===== src/rtl/svc_pkg.sv =====
package svc_pkg;
    localparam int unsigned CMD_W = 8;

    typedef logic [CMD_W-1:0] cmd_byte_t;

    typedef enum logic [1:0] {
        ST_IDLE = 2'd0,
        ST_RECV = 2'd1,
        ST_EXEC = 2'd2
    } rx_state_t;

    localparam cmd_byte_t OP_FOCUS_OFF  = 8'h10;
    localparam cmd_byte_t OP_FOCUS_ON   = 8'h11;
    localparam cmd_byte_t OP_JUMP_BASE  = 8'h20;
    localparam cmd_byte_t OP_JUMP_LAST  = 8'h26;
    localparam cmd_byte_t OP_MOTOR_STOP = 8'h30;
    localparam cmd_byte_t OP_MOTOR_RUN  = 8'h31;
    localparam cmd_byte_t OP_MUTE_OFF   = 8'h40;
    localparam cmd_byte_t OP_MUTE_ON    = 8'h41;
    localparam cmd_byte_t OP_GP_BASE    = 8'h50;
    localparam cmd_byte_t OP_GP_LAST    = 8'h53;
    localparam cmd_byte_t OP_TCOUNT     = 8'h60;
    localparam cmd_byte_t OP_NX_OFF     = 8'hEE;
    localparam cmd_byte_t OP_NX_ON      = 8'hEF;

    // Single-byte opcodes understood by the receiver.
    function automatic logic is_one_byte(input cmd_byte_t op);
        is_one_byte = (op == OP_FOCUS_OFF) || (op == OP_FOCUS_ON) ||
                      ((op >= OP_JUMP_BASE) && (op <= OP_JUMP_LAST)) ||
                      (op == OP_MOTOR_STOP) || (op == OP_MOTOR_RUN) ||
                      (op == OP_MUTE_OFF) || (op == OP_MUTE_ON) ||
                      ((op >= OP_GP_BASE) && (op <= OP_GP_LAST)) ||
                      (op == OP_NX_OFF) || (op == OP_NX_ON);
    endfunction

    // Jump span: selectors 0..2 map to 1, 2, 4; selectors 3..6 map to 16..128.
    function automatic cmd_byte_t jump_span(input logic [2:0] sel);
        if (sel < 3'd3) jump_span = cmd_byte_t'(1) << sel;
        else            jump_span = cmd_byte_t'(1) << (sel + 3'd1);
    endfunction
endpackage


===== src/rtl/svc_sync.sv =====
module svc_sync #(
    parameter int unsigned WIDTH  = 4,
    parameter int unsigned STAGES = 2
) (
    input  logic             clk,
    input  logic             rst_n,
    input  logic [WIDTH-1:0] d,
    output logic [WIDTH-1:0] q
);
    logic [STAGES-1:0][WIDTH-1:0] pipe;

    generate
        if (STAGES == 1) begin : g_single
            always_ff @(posedge clk or negedge rst_n) begin
                if (!rst_n) pipe <= '0;
                else        pipe <= d;
            end
        end else begin : g_chain
            always_ff @(posedge clk or negedge rst_n) begin
                if (!rst_n) pipe <= '0;
                else        pipe <= {pipe[STAGES-2:0], d};
            end
        end
    endgenerate

    assign q = pipe[STAGES-1];
endmodule


===== src/rtl/svc_clk_filter.sv =====
module svc_clk_filter #(
    parameter int unsigned FILT_LEN = 3
) (
    input  logic clk,
    input  logic rst_n,
    input  logic en,
    input  logic din,
    output logic dout
);
    localparam int unsigned CNT_W = $clog2(FILT_LEN + 1);
    localparam logic [CNT_W-1:0] CNT_LAST = CNT_W'(FILT_LEN - 1);

    logic [CNT_W-1:0] run_cnt;

    always_ff @(posedge clk or negedge rst_n) begin
        if (!rst_n) begin
            dout    <= 1'b0;
            run_cnt <= '0;
        end else if (!en) begin
            dout    <= din;
            run_cnt <= '0;
        end else if (din == dout) begin
            run_cnt <= '0;
        end else if (run_cnt == CNT_LAST) begin
            dout    <= din;
            run_cnt <= '0;
        end else begin
            run_cnt <= run_cnt + 1'b1;
        end
    end

    AST_FILTER_HOLD: assert property (@(posedge clk) disable iff (!rst_n)
        (en && $past(en) && (dout != $past(dout))) |->
            (($past(din) == dout) && ($past(din, 2) == dout)));
endmodule


===== src/rtl/svc_cmd_decode.sv =====
module svc_cmd_decode
    import svc_pkg::*;
#(
    parameter int unsigned CNT_W = 5
) (
    input  logic [CNT_W-1:0]   bit_cnt,
    input  logic [2*CMD_W-1:0] shreg,
    output logic               ok,
    output cmd_byte_t          op,
    output cmd_byte_t          arg
);
    always_comb begin
        ok  = 1'b0;
        op  = '0;
        arg = '0;
        if (bit_cnt == CNT_W'(CMD_W)) begin
            op = shreg[CMD_W-1:0];
            ok = is_one_byte(op);
        end else if (bit_cnt == CNT_W'(2 * CMD_W)) begin
            op  = shreg[2*CMD_W-1:CMD_W];
            arg = shreg[CMD_W-1:0];
            ok  = (op == OP_TCOUNT);
        end
    end
endmodule


===== src/rtl/svc_cmd_rx.sv =====
module svc_cmd_rx
    import svc_pkg::*;
#(
    parameter int unsigned SYNC_STAGES = 2,
    parameter int unsigned FILT_LEN    = 3
) (
    input  logic             clk,
    input  logic             rst_n,
    input  logic             cs_n,
    input  logic             strobe,
    input  logic             sdata,
    input  logic             sclk,
    output logic             cmd_valid,
    output logic [CMD_W-1:0] cmd_opcode,
    output logic [CMD_W-1:0] cmd_operand,
    output logic             focus_on,
    output logic [CMD_W-1:0] jump_tracks,
    output logic             motor_run,
    output logic             mute_on,
    output logic [CMD_W-1:0] track_count,
    output logic [1:0]       gp_out,
    output logic             deglitch_on
);
    localparam int unsigned FRAME_BITS = 2 * CMD_W;
    localparam int unsigned CNT_MAX    = FRAME_BITS + 1;
    localparam int unsigned CNT_W      = $clog2(CNT_MAX + 1);
    localparam int unsigned IN_W       = 4;

    logic s_cs_n, s_strobe, s_data, s_sclk;
    logic f_sclk;
    logic strobe_d, sclk_d;
    logic strobe_rise, strobe_fall, sclk_rise;
    logic [CNT_W-1:0]      bit_cnt;
    logic [FRAME_BITS-1:0] shreg;
    logic                  dec_ok;
    cmd_byte_t             dec_op, dec_arg;
    rx_state_t             state, nstate;

    svc_sync #(.WIDTH(IN_W), .STAGES(SYNC_STAGES)) u_sync (
        .clk   (clk),
        .rst_n (rst_n),
        .d     ({cs_n, strobe, sdata, sclk}),
        .q     ({s_cs_n, s_strobe, s_data, s_sclk})
    );

    svc_clk_filter #(.FILT_LEN(FILT_LEN)) u_filt (
        .clk   (clk),
        .rst_n (rst_n),
        .en    (deglitch_on),
        .din   (s_sclk),
        .dout  (f_sclk)
    );

    svc_cmd_decode #(.CNT_W(CNT_W)) u_dec (
        .bit_cnt (bit_cnt),
        .shreg   (shreg),
        .ok      (dec_ok),
        .op      (dec_op),
        .arg     (dec_arg)
    );

    assign strobe_rise = s_strobe & ~strobe_d;
    assign strobe_fall = ~s_strobe & strobe_d;
    assign sclk_rise   = f_sclk & ~sclk_d;

    // State register
    always_ff @(posedge clk or negedge rst_n) begin
        if (!rst_n) state <= ST_IDLE;
        else        state <= nstate;
    end

    // Transitions: open (IDLE->RECV), close (RECV->EXEC), done (EXEC->IDLE)
    always_comb begin
        nstate = state;
        unique case (state)
            ST_IDLE: if (strobe_rise) nstate = ST_RECV;
            ST_RECV: if (strobe_fall) nstate = ST_EXEC;
            ST_EXEC: nstate = ST_IDLE;
            default: nstate = ST_IDLE;
        endcase
    end

    // Datapath and command registers
    always_ff @(posedge clk or negedge rst_n) begin
        if (!rst_n) begin
            strobe_d    <= 1'b0;
            sclk_d      <= 1'b0;
            bit_cnt     <= '0;
            shreg       <= '0;
            cmd_valid   <= 1'b0;
            cmd_opcode  <= '0;
            cmd_operand <= '0;
            focus_on    <= 1'b0;
            jump_tracks <= '0;
            motor_run   <= 1'b0;
            mute_on     <= 1'b0;
            track_count <= '0;
            gp_out      <= '0;
            deglitch_on <= 1'b0;
        end else begin
            strobe_d  <= s_strobe;
            sclk_d    <= f_sclk;
            cmd_valid <= 1'b0;
            unique case (state)
                ST_IDLE: begin
                    if (strobe_rise) begin
                        bit_cnt <= '0;
                        shreg   <= '0;
                    end
                end
                ST_RECV: begin
                    if (sclk_rise && !s_cs_n) begin
                        shreg <= {shreg[FRAME_BITS-2:0], s_data};
                        if (bit_cnt != CNT_W'(CNT_MAX)) bit_cnt <= bit_cnt + 1'b1;
                    end
                end
                ST_EXEC: begin
                    if (dec_ok && !s_cs_n) begin
                        cmd_valid   <= 1'b1;
                        cmd_opcode  <= dec_op;
                        cmd_operand <= dec_arg;
                        case (dec_op) inside
                            OP_FOCUS_OFF, OP_FOCUS_ON:     focus_on    <= dec_op[0];
                            OP_MOTOR_STOP, OP_MOTOR_RUN:   motor_run   <= dec_op[0];
                            OP_MUTE_OFF, OP_MUTE_ON:       mute_on     <= dec_op[0];
                            [OP_JUMP_BASE:OP_JUMP_LAST]:   jump_tracks <= jump_span(dec_op[2:0]);
                            [OP_GP_BASE:OP_GP_LAST]:       gp_out      <= dec_op[1:0];
                            OP_TCOUNT:                     track_count <= dec_arg;
                            OP_NX_OFF, OP_NX_ON:           deglitch_on <= dec_op[0];
                            default: ;
                        endcase
                    end
                end
                default: ;
            endcase
        end
    end

    AST_PULSE_SINGLE: assert property (@(posedge clk) disable iff (!rst_n)
        cmd_valid |=> !cmd_valid);

    AST_EXEC_ON_FALL: assert property (@(posedge clk) disable iff (!rst_n)
        (state == ST_EXEC) |-> ($past(state) == ST_RECV) && $past(strobe_fall));

    AST_REGS_ONLY_ON_CMD: assert property (@(posedge clk) disable iff (!rst_n)
        !$stable({focus_on, jump_tracks, motor_run, mute_on, track_count, gp_out, deglitch_on})
            |-> cmd_valid);

    AST_TCOUNT_LEN: assert property (@(posedge clk) disable iff (!rst_n)
        (cmd_valid && (cmd_opcode == OP_TCOUNT)) |-> ($past(bit_cnt) == CNT_W'(FRAME_BITS)));

    AST_DESELECT_NO_BITS: assert property (@(posedge clk) disable iff (!rst_n)
        ((state == ST_RECV) && s_cs_n) |=> $stable(bit_cnt));
endmodule


===== config.mk =====
export PLATFORM = sky130hd
export DESIGN_NAME = svc_cmd_rx
export DESIGN_NICKNAME = d
export VERILOG_FILES = /design/src/rtl/svc_pkg.sv /design/src/rtl/svc_sync.sv /design/src/rtl/svc_clk_filter.sv /design/src/rtl/svc_cmd_decode.sv /design/src/rtl/svc_cmd_rx.sv
export SDC_FILE = /design/constraint.sdc
export NUM_CORES = 1
export LEC_CHECK = 0
export CAP_MARGIN = 40
export CORE_MARGIN = 3
export CORE_UTILIZATION = 33
export CTS_CLUSTER_SIZE = 25
export DETAILED_ROUTE_END_ITERATION = 8
export GPL_TIMING_DRIVEN = 0
export SYNTH_ARGS = -nofsm -noshare
export SYNTH_HDL_FRONTEND = slang
export SYNTH_SLANG_ARGS = --single-unit

===== constraint.sdc =====
create_clock -name clk -period 4.2 [get_ports clk]
set_input_delay 0.63 -clock clk [delete_from_list [all_inputs] [get_ports clk]]
set_output_delay 0.63 -clock clk [all_outputs]
set_load 0.02 [all_outputs]

==> results of run 1 <==
## cells in the final DEF (no fill, tap or decap), drive strengths merged, types with 5 or more instances in the layout
master / n
nor2: 11
nand2: 81
clkdlybuf4s50: 43
nand3: 5
o21ai: 34
inv: 10
dfrtp: 75
a21oi: 8
and2: 7
nor2b: 5
clkbuf: 23
mux2: 19
ha: 7
nand3b: 5
## power by group through the flow
stage,Sequential (uW),Combinational [uW],Clock [uW]
after floorplan,777,83.0,0
after global placement,785,123,0
after detailed placement,786,130,0
after CTS,772,131,620
after global routing,777,149,656
final,772,128,605
## registers in the layout (all words and copies together), names as in the netlist
| register | flops |
|---|---|
| focus_on | 1 |
| motor_run | 1 |
| bit_cnt | 5 |
| cmd_operand | 8 |
| u_filt.run_cnt | 2 |
| u_sync.pipe | 4 |
| track_count | 8 |
| cmd_valid | 1 |
| u_filt.dout | 1 |
| strobe_d | 1 |
| gp_out | 2 |
| u_sync.q | 4 |
| deglitch_on | 1 |
| sclk_d | 1 |
| mute_on | 1 |
| jump_tracks | 8 |
| state | 2 |
| cmd_opcode | 8 |
| shreg | 16 |
## metrics by stage
stage / hold WS, ps / cell area (sq um) / utilization
after global routing: 235.8 / 4308 / 0.4308
after detailed placement: 337.0 / 4093 / 0.4093
after CTS: 217.3 / 4308 / 0.4308
after global placement: 331.3 / 4068 / 0.4068
after floorplan: 331.2 / 3461 / -
final: 209.0 / 4308 / 0.4308
## metal layers
metal / up-vias / track usage
met2: 52 / 0.2176
met3: 13 / 0.02328
met1: 1271 / 0.1824
met4: 0 / 0.06402
met5: - / 0
li1: 1289 / -
## worst max path at each step
stage / from / to / slack (ps) / cells after the start
after global placement: rst_n / jump_tracks[5] / -80 / 1
after global routing: bit_cnt[0] / deglitch_on / 260 / 12
after floorplan: bit_cnt[0] / focus_on / 1320 / 12
final: bit_cnt[0] / deglitch_on / 600 / 12
after detailed placement: bit_cnt[0] / deglitch_on / 630 / 12
after CTS: bit_cnt[0] / deglitch_on / 590 / 12
## logic make-up after synthesis
| logic type | synth area share |
|---|---|
| compound gates | 0.1142 |
| xor+xnor | 0.005062 |
| flops | 0.5423 |
| fa+ha+maj | 0.02531 |
| mux | 0.07050 |
| simple gates | 0.2133 |
| buf+inv | 0.02928 |
## final cells by class
type / count / area share
sequential: 75 / 0.4357
inverter: 11 / 0.009585
multi-input combinational: 241 / 0.3442
buffer: 14 / 0.01394
tap: 133 / 0.03863
clock inverter: 5 / 0.01801
clock buffer: 10 / 0.03195
timing repair buffer: 45 / 0.1080
## worst max-delay path: stages, from the launching register on
cell	delay (ps)
sky130_fd_sc_hd__dfrtp_1	430
sky130_fd_sc_hd__inv_1	100
sky130_fd_sc_hd__ha_1	210
sky130_fd_sc_hd__nor2b_1	140
sky130_fd_sc_hd__clkbuf_1	330
sky130_fd_sc_hd__nand2_1	280
sky130_fd_sc_hd__inv_1	130
sky130_fd_sc_hd__clkbuf_1	390
sky130_fd_sc_hd__ha_1	250
sky130_fd_sc_hd__clkbuf_1	320
sky130_fd_sc_hd__o21ai_0	170
sky130_fd_sc_hd__nor4_1	350
sky130_fd_sc_hd__mux2_2	380
==> flow_results.org, run 1 <==
** Run status
- The run finished with clean final reports.

** Die
- Ports placed on the boundary :: 45
- In this run the horizontal extent of the chip is 108.4 um.
- For this configuration, the core starts out at a cell density of 0.3461.
- The floorplan step defined a core boundary enclosing 10000 sq um.
- Area of the die :: 11,750 sq um
- Die height :: 108.4 um
- Row count :: 36

** Synth
- The cell count after synthesis came out at 341.
- Most frequent cells after synthesis :: 81 x sky130_fd_sc_hd__nand2_1, 75 x sky130_fd_sc_hd__dfrtp_1, 33 x sky130_fd_sc_hd__o21ai_0, 19 x sky130_fd_sc_hd__mux2_2, 13 x sky130_fd_sc_hd__clkbuf_1
- Count of unique library cells instantiated by Yosys :: 50
- Ranked by total cell area, the synthesized netlist is headed by sky130_fd_sc_hd__dfrtp_1 54%, sky130_fd_sc_hd__nand2_1 8.8%, sky130_fd_sc_hd__mux2_2 6.2%.
- Cell taking the most area after synthesis :: sky130_fd_sc_hd__dfrtp_1
- Sequential fraction of the synthesis area :: 0.5423
- The share of synthesized area in the top cell type comes to 0.5423.
- Counting flops with a built-in enable in the synthesized netlist gives 0.
- The most used flip-flop cell after synthesis is sky130_fd_sc_hd__dfrtp_1.
- Of all flip-flops after synthesis, the portion carrying an async set or reset was 1.000.
- By instance count, the leading cell after synthesis is sky130_fd_sc_hd__nand2_1.
- Mapped Area :: 3461 sq um
- The synthesized design contains 75 register bits.
- During synthesis, Yosys emitted a total of 0 warnings.
- Each instance of the synthesized netlist takes up on average 10.15 sq um.
- Net count after synthesis :: 354

** Placement
- GPL Wtd Cong :: 0.8615
- Number of placed cells counting well taps :: 519
- At the placement stage, the worst setup path has a slack of 634.8 ps.
- Once detailed placement completed, the half-perimeter wirelength came to 5449 um.
- Buffers placed on the I/O ports in this run total 44.

** GRT
- Grt total ovfl :: 0
- For this run, the total global-route usage over all layers was measured as 0.1370.
- The number of antenna violations at the first check in global routing was 0.
- The via count of the first global-routing pass is 2,561.
- The first global-routing pass estimated 12,670 um of wire.
- Largest net degree at the start of global routing :: 46

** Power and ir drop
- Of the total power, registers draw 0.513.
- The internal portion of the total power is 1131 uW.
- Share of power burned in combinational logic :: 0.085
- Power density over cell area :: 349.5 nW/um^2
- Net load switching power :: 374.7 uW
- The design draws 1505 uW.
- Switching power as a share of total power :: 0.2489
- Of the total power, the clock network draws 0.402.
- Leakage power of the design :: 0.001880 uW
- The worst-case IR drop observed on VDD is 0.0001238 V.

** STA
- Summed over all failing endpoints, the final setup total negative slack is 0 ps.
- Setup repair after global routing left no endpoint under its margin.
- In the post-route analysis, the smallest setup slack over all paths is 597.9 ps.
- Setup violations remaining at the end of the flow were counted as 0.
- Clock skew on the completed layout was measured at 9.086 ps.
- Static timing analysis puts the maximum clock frequency at 0.2776 GHz.
- Final-report hold violation count :: 0
- The number of slew-limit violations in the final report came to 0.
- Time the worst path needs with I/O delays and setup :: 3602 ps
- Max_slew headroom :: 0.4908
- In the finished design, the share of the clock period the worst path needs comes to 0.8577.
- For the pin with the worst max-slew slack, the measured transition is 760.3 ps.

** CTS
- The clock tree synthesis step divided the H-tree into 3 levels.
- TritonCTS built the clock tree.
- Post-cts resize count :: 0
- In this run, post-CTS hold repair placed 0 buffers.
- Clock net sink count :: 75
- In this run the post-CTS setup repair buffer count came out at 0.
- Insertion delay of the later-clocked pin in the worst-skew pair :: 350 ps
- CTS placed an instance of sky130_fd_sc_hd__clkbuf_8 at the clock tree root.
- Number of buffers between clock root and the deepest sink :: 2
- TritonCTS Buffers :: 9
- Clock-pin slew was measured on the worst setup and hold paths at 80 ps.

** Detailed routing
- Via density :: 4.916
- Highest metal layer with signal wires :: met4
- After detailed routing, the met3 layer carries 280 um of wire.
- WL/cell :: 13.86 um
- DRT antenna net count :: 0
- Met2 WL :: 3537 um
- For this block, the initial DRC count from the detailed router was 101.
- Routed vias :: 2,625
- Routed met1 length :: 3433 um
- Post-route DRC :: 0
- The final layout contains routed wiring with a total length of 7403 um.
- The pre-antenna-repair detailed-routing pass consisted of 5 iterations.

** Final layout
- Excluding fillers, the count of instances in the completed layout stands at 534.
- Combined area of the multi-input logic cells :: 1483 sq um
- Net count, final :: 410
- # fillers :: 983
- Across the whole layout, storage elements account for 1877 sq um.
- In the final layout, the share of cells above drive strength 1 is 0.1047.
- Layout overhead on the synthesized area :: 24.48%
- Antenna diode count :: 0

** Worst setup path
- Register-to-register path setup slack :: 600 ps
- Largest fanout of any net on the critical path :: 11
- STA puts the critical path data arrival time at 3840 ps.
- STA classifies the critical path endpoint as a register.
- Req. time, crit path :: 4440 ps
- The worst setup path is launched from a register.
- The worst register-to-register path ends at deglitch_on.
- Critical path start-end classification :: reg -> reg
- The worst register-to-register path begins at bit_cnt[0].
- For the worst flop-to-flop path, the logic depth is 12.

** Job
- Number of max-cap violations :: 0

** Hold path
- The tightest min-delay check is of the in -> async type.
Power figures use the tool's default switching activity.
==> run 2: changes to the inputs <==
ABC_AREA = 1   (was not set)
==> run 2 against run 1 <==
  * Critical path depth increased by 4
  * Count of clock-buffer cells in the layout unchanged
  * Global-route usage is 0.43 points higher
  * Total power shrank 1.4%
  * Via count increased by 15%
  * First-iteration DRC count increased by 73%
  * Synthesized cell count increased by 30%
  * Synthesized area grew 4.4%
  * Cell area grew 3.0%
  * Largest cell class unchanged
==> flow_results.org, run 2 <==
** Synth
- Top cells by area, synth :: sky130_fd_sc_hd__dfrtp_1 52%, sky130_fd_sc_hd__nand2_1 15%, sky130_fd_sc_hd__nand3_1 5.0%
- Share of flip-flops with an asynchronous set or reset :: 1.000 (unchanged)
- Number of warnings printed during yosys synthesis :: 0 (unchanged)
- The most used flip-flop cell after synthesis is sky130_fd_sc_hd__dfrtp_1.
- The share of synthesized area occupied by flip-flops and latches was 0.5196 (-0.02273).
- The post-synth net total was 458 (+29%).
- Avg Cell Area, Syn :: 8.117 sq um (-20%)
- Synthesis-stage register bit count :: 75 (unchanged)
- The number of instances in the synthesized netlist was 445 (+30%).
- The area share of the leading cell type in the synthesized netlist is 0.5196 (-0.02273).
- The synthesized design spends more area on one cell type than any other, namely sky130_fd_sc_hd__dfrtp_1.
- The number of synthesized flops with an enable pin is 0 (unchanged).
- Leading cell type by number of instances after synthesis :: sky130_fd_sc_hd__nand2_1
- The post-synthesis instance area came to 3612 sq um (+4.4%).
- Count of unique library cells instantiated by Yosys :: 30 (-40%)
- After synthesis, the most frequently instantiated cells are 146 x sky130_fd_sc_hd__nand2_1, 75 x sky130_fd_sc_hd__dfrtp_1, 44 x sky130_fd_sc_hd__nor2_1, 43 x sky130_fd_sc_hd__inv_1, 36 x sky130_fd_sc_hd__nand3_1.

** Run status
- The flow ran to the end, and the final reports show no timing, DRC or antenna violations.

** Worst setup path
- Number of cells on the worst reg-to-reg path :: 16 (+4)
- The critical path is of the reg -> reg type.
- The highest cell delay on the worst timing path came to 420 ps (about the same).
- Among all stages on the critical path, the largest delay is contributed by sky130_fd_sc_hd__dfrtp_1.
- The top fanout value on the critical path is 8 (-3).
- STA classifies the critical path endpoint as a register.
- Worst endpoint data arrival time :: 3220 ps (-620 ps)
- The worst endpoint required time is 4440 ps (about the same).
- Worst flop-to-flop path startpoint :: bit_cnt[0]
- Register-to-register path setup slack :: 1220 ps (+620 ps)
- The worst register-to-register path ends at jump_tracks[7].
- STA classifies the critical path startpoint as a register.
- The signal on the critical path passes through inv_1 > ha_1 > inv_1 > nor2_1 > nand2_1 > o21ai_2 > inv_1 > ha_1 > nor2_1 > inv_1 > nand2_1 > nor2_1 > nor2_4 > nand3_2 > nand2_1 > nand2_1.

** Detailed routing
- Starting DRC count in detailed routing :: 175 (+73%)
- DRT antenna net count :: 0 (unchanged)
- Routed vias :: 3,015 (+15%)
- WL/cell :: 12.78 um (-7.8%)
- Post-route DRC :: 0 (unchanged)
- Via density :: 4.696 (-4.5%)
- The total length of routed wires came to 8206 um (+11%).
- First-pass iteration count of the detailed router :: 5 (unchanged)

** GRT
- Vias in the first global route :: 3,020 (+18%)
- The number of antenna violations at the first check in global routing is 0 (unchanged).
- GRT Total Usage :: 0.1413 (+0.004255)
- The maximum number of pins on one net before global-route repair was 66 (+43%).
- The global-route congestion overflow total came to 0 (unchanged).
- Global-route wire length before repair :: 14,350 um (+13%)

** Die
- The die boundary width came to 110.6 um (+2.0%).
- The core footprint is 10,460 sq um (+4.6%).
- The die footprint is 12,240 sq um (+4.1%).
- Initial Utilization :: 0.3453 (-0.0008438)
- The total I/O pin count came to 45 (unchanged).
- The site row count came to 37 (+2.8%).
- Die height :: 110.6 um (+2.0%)

** STA
- Fraction of the cycle the final worst path needs :: 0.7098 (-0.1479)
- The count of final hold-check violations was 0 (unchanged).
- Post-route clock skew :: 15.47 ps (+6.381 ps)
- The count of endpoints failing setup in the final report came to 0 (unchanged).
- The post-layout minimum cycle time came to 2981 ps (-621.1 ps).
- Highest achievable clock rate :: 0.3355 GHz (+21%)
- Transition time at the pin with the least slew margin :: 494.7 ps (-265.6 ps)
- The normalized max-slew margin was 0.6702 (+0.1794).
- Number of max-slew violations in the final report :: 0 (unchanged)
- Setup repair after global routing left no endpoint under its margin.

** Final layout
- The library cell used most frequently in the layout, excluding fill and tap cells, is sky130_fd_sc_hd__nand2_1.
- Commonest cells after routing, fill and taps aside :: 146 x sky130_fd_sc_hd__nand2_1, 75 x sky130_fd_sc_hd__dfrtp_1, 44 x sky130_fd_sc_hd__nor2_1
- Max FFs per register :: 16 (unchanged)
- Most flop-heavy register :: shreg
- Share of cells above drive strength 1 :: 0.09684 (-0.007900)
- The antenna diode instance count came to 0 (unchanged).
- # fillers :: 1,087 (+11%)
- The final net count came to 514 (+25%).
- Layout overhead on the synthesized area :: 22.90%
- Total non-filler cell area in the finished layout :: 4439 sq um (+3.0%)

** Placement
- Number of buffer cells added on primary ports :: 44 (unchanged)
- The total cell area at the placement stage is 4248 sq um (+3.8%).
- GPL Wtd Cong :: 0.8679 (+0.74%)
- The sum of net half-perimeters after detailed placement is 6008 um (+10%).

** Power and ir drop
- Largest voltage drop on the vdd net :: 0.0001446 V (+17%)
- The power per unit of standard cell area was 334.4 nW/um^2 (-4.3%).
- Overall Power :: 1485 uW (-1.4%)
- Leakage power of the design :: 0.002093 uW (+11%)

** Hold path
- Tightest Hold Check Type :: in -> async

** CTS
- The total number of H-tree levels came to 3 (unchanged).
- Clock root cell :: sky130_fd_sc_hd__clkbuf_8
- The number of buffers created by CTS is 9 (unchanged).
- Post-CTS setup buffer count :: 0 (unchanged)
- Number of buffers between clock root and the deepest sink :: 2 (unchanged)
- The hold buffer count at CTS came to 0 (unchanged).
- Post-cts resize count :: 0 (unchanged)
- TritonCTS built the clock tree.
- Clock net sink count :: 75 (unchanged)
- Insertion delay of the later-clocked pin in the worst-skew pair :: 350 ps (about the same)
- The clock-pin slew reported for the worst setup and hold paths after clock tree synthesis came to 90 ps (about the same).

** Job
- The total of max-cap violations was 0 (unchanged).
==> run 2: cell types whose count changed in the layout (fill, tap and decap cells not counted), sizes merged, moves of 5 or more <==
cell,change
clkbuf,-7
inv,+45
mux2,-19
nand2,+68
nand4,+6
nor2,+44
and2,-7
nor2b,-5
nand3,+33
==> run 2: worst max-delay path by stage <==
stage                           to  slack (ps)       start
floorplan           jump_tracks[4]        1840  bit_cnt[0]
global placement    cmd_operand[0]        -140       rst_n
detailed placement  jump_tracks[1]        1220  bit_cnt[0]
CTS                 jump_tracks[7]        1190  bit_cnt[0]
global route        jump_tracks[3]         910  bit_cnt[0]
finish              jump_tracks[7]        1220  bit_cnt[0]
==> run 2: final cells by class <==
cell class / instances / area [sq um] / share of cell area
buffer: 8 / 37.54 / 0.008455
clock buffer: 10 / 137.6 / 0.03100
clock inverter: 6 / 53.80 / 0.01212
inverter: 51 / 191.4 / 0.04312
multi-input combinational: 311 / 1506 / 0.3393
sequential: 75 / 1877 / 0.4228
tap: 136 / 170.2 / 0.03833
timing repair buffer: 45 / 465.4 / 0.1048
==> run 2: per-stage QoR <==
stage                     utilization  setup slack (ps)  setup TNS [ps]  instances  hold WS, ps
after floorplan                     -              1835               0        445        331.2
after global placement         0.4036            -140.3          -10080        625        333.0
after detailed placement       0.4060              1223               0        626        339.6
after CTS                      0.4243              1192               0        642        92.80
final                          0.4243              1219               0        642        109.5
after global routing           0.4243             912.5               0        642        91.66
==> run 2: layer usage <==
| metal | vias to the layer above | wire length [um] | global-route usage | part of all wire |
|---|---|---|---|---|
| met5 | - | 0 | 0 | 0 |
| met4 | 0 | 56 | 0.02956 | 0.0068 |
| met3 | 6 | 391 | 0.04110 | 0.048 |
| met2 | 69 | 3803 | 0.2314 | 0.46 |
| met1 | 1427 | 3955 | 0.1865 | 0.48 |
| li1 | 1513 | - | - | - |
==> run 2: power by group <==
part           leakage, uW  switching, uW  internal [uW]  total [uW]
registers          0.00102           24.1            748         772
clock network    0.0000958            296            242         538
logic             0.000980            123           51.8         175
total              0.00209            442           1040        1480
==> run 2: kinds of logic after synthesis <==
family,after synthesis,synth area share
AO/OA/AOI/OAI,42,0.06408
XOR/XNOR,1,0.002425
adder cells (fa/ha/maj),7,0.02425
buffers and inverters,59,0.06338
flip-flops,75,0.5196
multiplexers,1,0.002771
AND/OR/NAND/NOR,260,0.3235
==> run 2: worst max-delay path, delay by kind of cell (launching register included) <==
family	cells	cell delay, ps
compound gates	1	350
simple gates	9	1180
fa+ha+maj	2	450
buf+inv	4	450
flops	1	420
==> run 3: changes to the inputs <==
clock period = 3 ns   (was 4.2 ns; I/O delays follow)
==> run 3 against run 2 <==
  * Register-to-register slack got worse by 1000 ps
  * Total power rose by 41%
  * Clock power rose by 40%
  * Clock skew barely moved
  * Critical path type unchanged
==> flow_results.org, run 3 (same netlist as run 2, synthesis figures left out) <==
** Final layout
- Share of cells above drive strength 1 :: 0.1022 (+0.005323)
- Net count, final :: 517 (+0.58%)
- Ranked by flip-flop count, first place goes to shreg.
- The library cell used most frequently in the layout, excluding fill and tap cells, is sky130_fd_sc_hd__nand2_1.
- Commonest cells after routing, fill and taps aside :: 146 x sky130_fd_sc_hd__nand2_1, 75 x sky130_fd_sc_hd__dfrtp_1, 43 x sky130_fd_sc_hd__inv_1, 43 x sky130_fd_sc_hd__nor2_1, 43 x sky130_fd_sc_hd__clkdlybuf4s50_1
- Layout overhead on the synthesized area :: 23.87%
- # fillers :: 1,084 (-0.28%)
- Max FFs per register :: 16 (unchanged)
- Antenna diode count :: 0 (unchanged)

** STA
- The highest attainable clock frequency came to 0.3590 GHz (+7.0%).
- The number of slew-limit violations in the final report is 0 (unchanged).
- Final-report hold violation count :: 0 (unchanged)
- The worst path setup slack after routing came to 214.3 ps (-1005 ps).
- Finish-stage setup viols :: 0 (unchanged)
- Hold slack :: 360.1 ps (+250.6 ps)
- Post-route clock skew :: 15.45 ps (-0.01900 ps)
- The normalized max-slew margin was 0.6679 (-0.002309).
- The measured slew at the worst slew-check pin is 498.1 ps (+3.463 ps).
- Time the worst path needs with I/O delays and setup :: 2786 ps (-195.3 ps)
- The ratio of final minimum period to clock period came to 0.9286 (+0.2188).

** Hold path
- The worst hold path passes through 0 cells.
- Launch instance of the worst min-delay path :: u_sync.pipe[1]
- Tightest Hold Check Type :: reg -> reg
- For hold timing, the worst endpoint is u_sync.q[1].

** GRT
- Grt total ovfl :: 0 (unchanged)
- The first-pass GRT wire length was 14,370 um (about the same).
- The combined global-route utilization of all metal layers came to 0.1414 (about the same).
- Initial antenna violation count :: 0 (unchanged)
- The maximum number of pins on one net before global-route repair came to 66 (unchanged).
- Vias in the first global route :: 3,023 (+0.099%)

** CTS
- Clk slew on worst S/H paths :: 90 ps (about the same)
- The number of buffers created by CTS came to 9 (unchanged).
- TritonCTS built the clock tree.
- The tree is rooted in a sky130_fd_sc_hd__clkbuf_8.
- The maximum number of buffers from clock root to sink was 2 (unchanged).
- Clock net sink count :: 75 (unchanged)
- Number of H-tree branching levels :: 3 (unchanged)
- Insertion delay of the later-clocked pin in the worst-skew pair :: 350 ps (about the same)

** Detailed routing
- Routed vias :: 3,015 (unchanged)
- The number of violations reported at the end of detailed-routing iteration 0 came to 205 (+17%).
- The number of antenna-violating nets in the routed design came to 0 (unchanged).
- First-pass iteration count of the detailed router :: 5 (unchanged)
- The routed wirelength normalized by instance count was 12.80 um (+0.13%).
- The number of vias per cell after detailed routing is 4.674 (-0.47%).
- The total length of routed wires was 8255 um (+0.60%).
- The remaining design rule violation count was 0 (unchanged).

** Power and ir drop
- Overall Power :: 2089 uW (+41%)
- The power per unit of standard cell area came to 466.8 nW/um^2 (+40%).
- The static leakage was 0.002109 uW (+0.76%).
- The largest vdd supply drop is 0.0002052 V (+42%).

** Die
- The site row count was 37 (unchanged).
- Area of the die :: 12,240 sq um (unchanged)
- The total I/O pin count was 45 (unchanged).
- The initial core utilization was 0.3453 (unchanged).
- The chip height is 110.6 um (unchanged).
- Die outline width :: 110.6 um (unchanged)
- Area of the placeable core :: 10,460 sq um (unchanged)

** Placement
- Sum of net half-perimeters after detailed placement :: 6008 um (unchanged)
- Number of buffer cells added on primary ports :: 44 (unchanged)
- The setup slack at placement was 23.43 ps (-1200 ps).
- The last weighted congestion value of the routability-driven placer is 0.8679 (unchanged).

** Worst setup path
- The worst endpoint required time is 3230 ps (-1210 ps).
- Endpoint of the worst-slack reg-to-reg timing path :: jump_tracks[7]
- The highest cell delay on the worst timing path came to 420 ps (about the same).
- The arrival time reported for the critical path endpoint is 3020 ps (-200 ps).
- Walking the worst path, the cells encountered are inv_1 > ha_1 > inv_1 > nor2_2 > nand2_1 > o21ai_4 > inv_1 > ha_1 > nor2_1 > inv_1 > nand2_1 > nor2_1 > nor2_4 > nand3_2 > nand2_1 > nand2_1.
- Number of cells on the worst reg-to-reg path :: 16 (unchanged)
- Largest fanout of any net on the critical path :: 8 (unchanged)
- STA classifies the critical path startpoint as a register.
- CP max-delay cell :: sky130_fd_sc_hd__dfrtp_1
- The critical path is of the reg -> reg type.
- The buffers plus inverters on the worst setup path came to 4 (unchanged).
- Worst flop-to-flop path startpoint :: bit_cnt[0]
- The reg2reg setup slack was 210 ps (-1000 ps).
- Kind of capture point of the worst setup path :: register
- In this design, the largest share of critical-path delay is due to simple AND/OR/NAND/NOR gates.

** Job
- Number of max-cap violations :: 0 (unchanged)

** Run status
- The run finished with clean final reports.
## run 3: report_power, final
group	switching (uW)	total [uW]	leakage (uW)	internal [uW]
logic	177	253	0.000996	75.3
clock network	415	754	0.0000958	339
registers	34.5	1080	0.00102	1050
## run 3: how the worst max path moves through the flow
stage	from	endpoint	slack [ps]	cells after the start
after floorplan	bit_cnt[0]	jump_tracks[4]	640	16
after global placement	rst_n	cmd_operand[0]	-1160	1
after detailed placement	bit_cnt[0]	jump_tracks[1]	20	16
after CTS	bit_cnt[0]	jump_tracks[7]	90	16
after global routing	bit_cnt[0]	jump_tracks[3]	-30	16
final	bit_cnt[0]	jump_tracks[7]	210	16
## run 3: cell type report
cell class	instances	area (sq um)	share of cell area
sequential	75	1877	0.4195
multi-input combinational	311	1516	0.3389
timing repair buffer	48	490.5	0.1096
inverter	51	191.4	0.04279
tap	136	170.2	0.03803
clock buffer	10	137.6	0.03076
clock inverter	6	53.80	0.01202
buffer	8	37.54	0.008389
## run 3: repair_timing
| item | CTS | global route |
|---|---|---|
| gates resized for setup | 1 | 1 |
| setup endpoints to repair | 4 | 19 |
| hold buffers | 1 | 0 |
| endpoints found under the hold margin | 10 | 0 |
| setup buffers | 0 | 2 |
| pin swaps | 0 | 1 |
## run 3: metal layers
metal | GRT usage | share of wire
met1 | 0.1865 | 0.47
met2 | 0.2314 | 0.47
met3 | 0.04164 | 0.046
met4 | 0.02956 | 0.0056
met5 | 0 | 0
## run 3: worst register-to-register path, cell delays in order (launching register included)
cell	delay [ps]
sky130_fd_sc_hd__dfrtp_1	420
sky130_fd_sc_hd__inv_1	110
sky130_fd_sc_hd__ha_1	180
sky130_fd_sc_hd__inv_1	60
sky130_fd_sc_hd__nor2_2	160
sky130_fd_sc_hd__nand2_1	150
sky130_fd_sc_hd__o21ai_4	240
sky130_fd_sc_hd__inv_1	180
sky130_fd_sc_hd__ha_1	270
sky130_fd_sc_hd__nor2_1	190
sky130_fd_sc_hd__inv_1	60
sky130_fd_sc_hd__nand2_1	60
sky130_fd_sc_hd__nor2_1	60
sky130_fd_sc_hd__nor2_4	170
sky130_fd_sc_hd__nand3_2	200
sky130_fd_sc_hd__nand2_1	110
sky130_fd_sc_hd__nand2_1	50
## run 3: stage by stage
stage          area, sq um  cells  utilization  setup TNS (ps)
5_1_grt               4474    645       0.4276          -86.05
3_3_place_gp          4223    625       0.4036          -86580
4_1_cts               4457    643       0.4260               0
3_5_place_dp          4248    626       0.4060               0
6_report              4474    645       0.4276               0
2_1_floorplan         3612    445            -               0
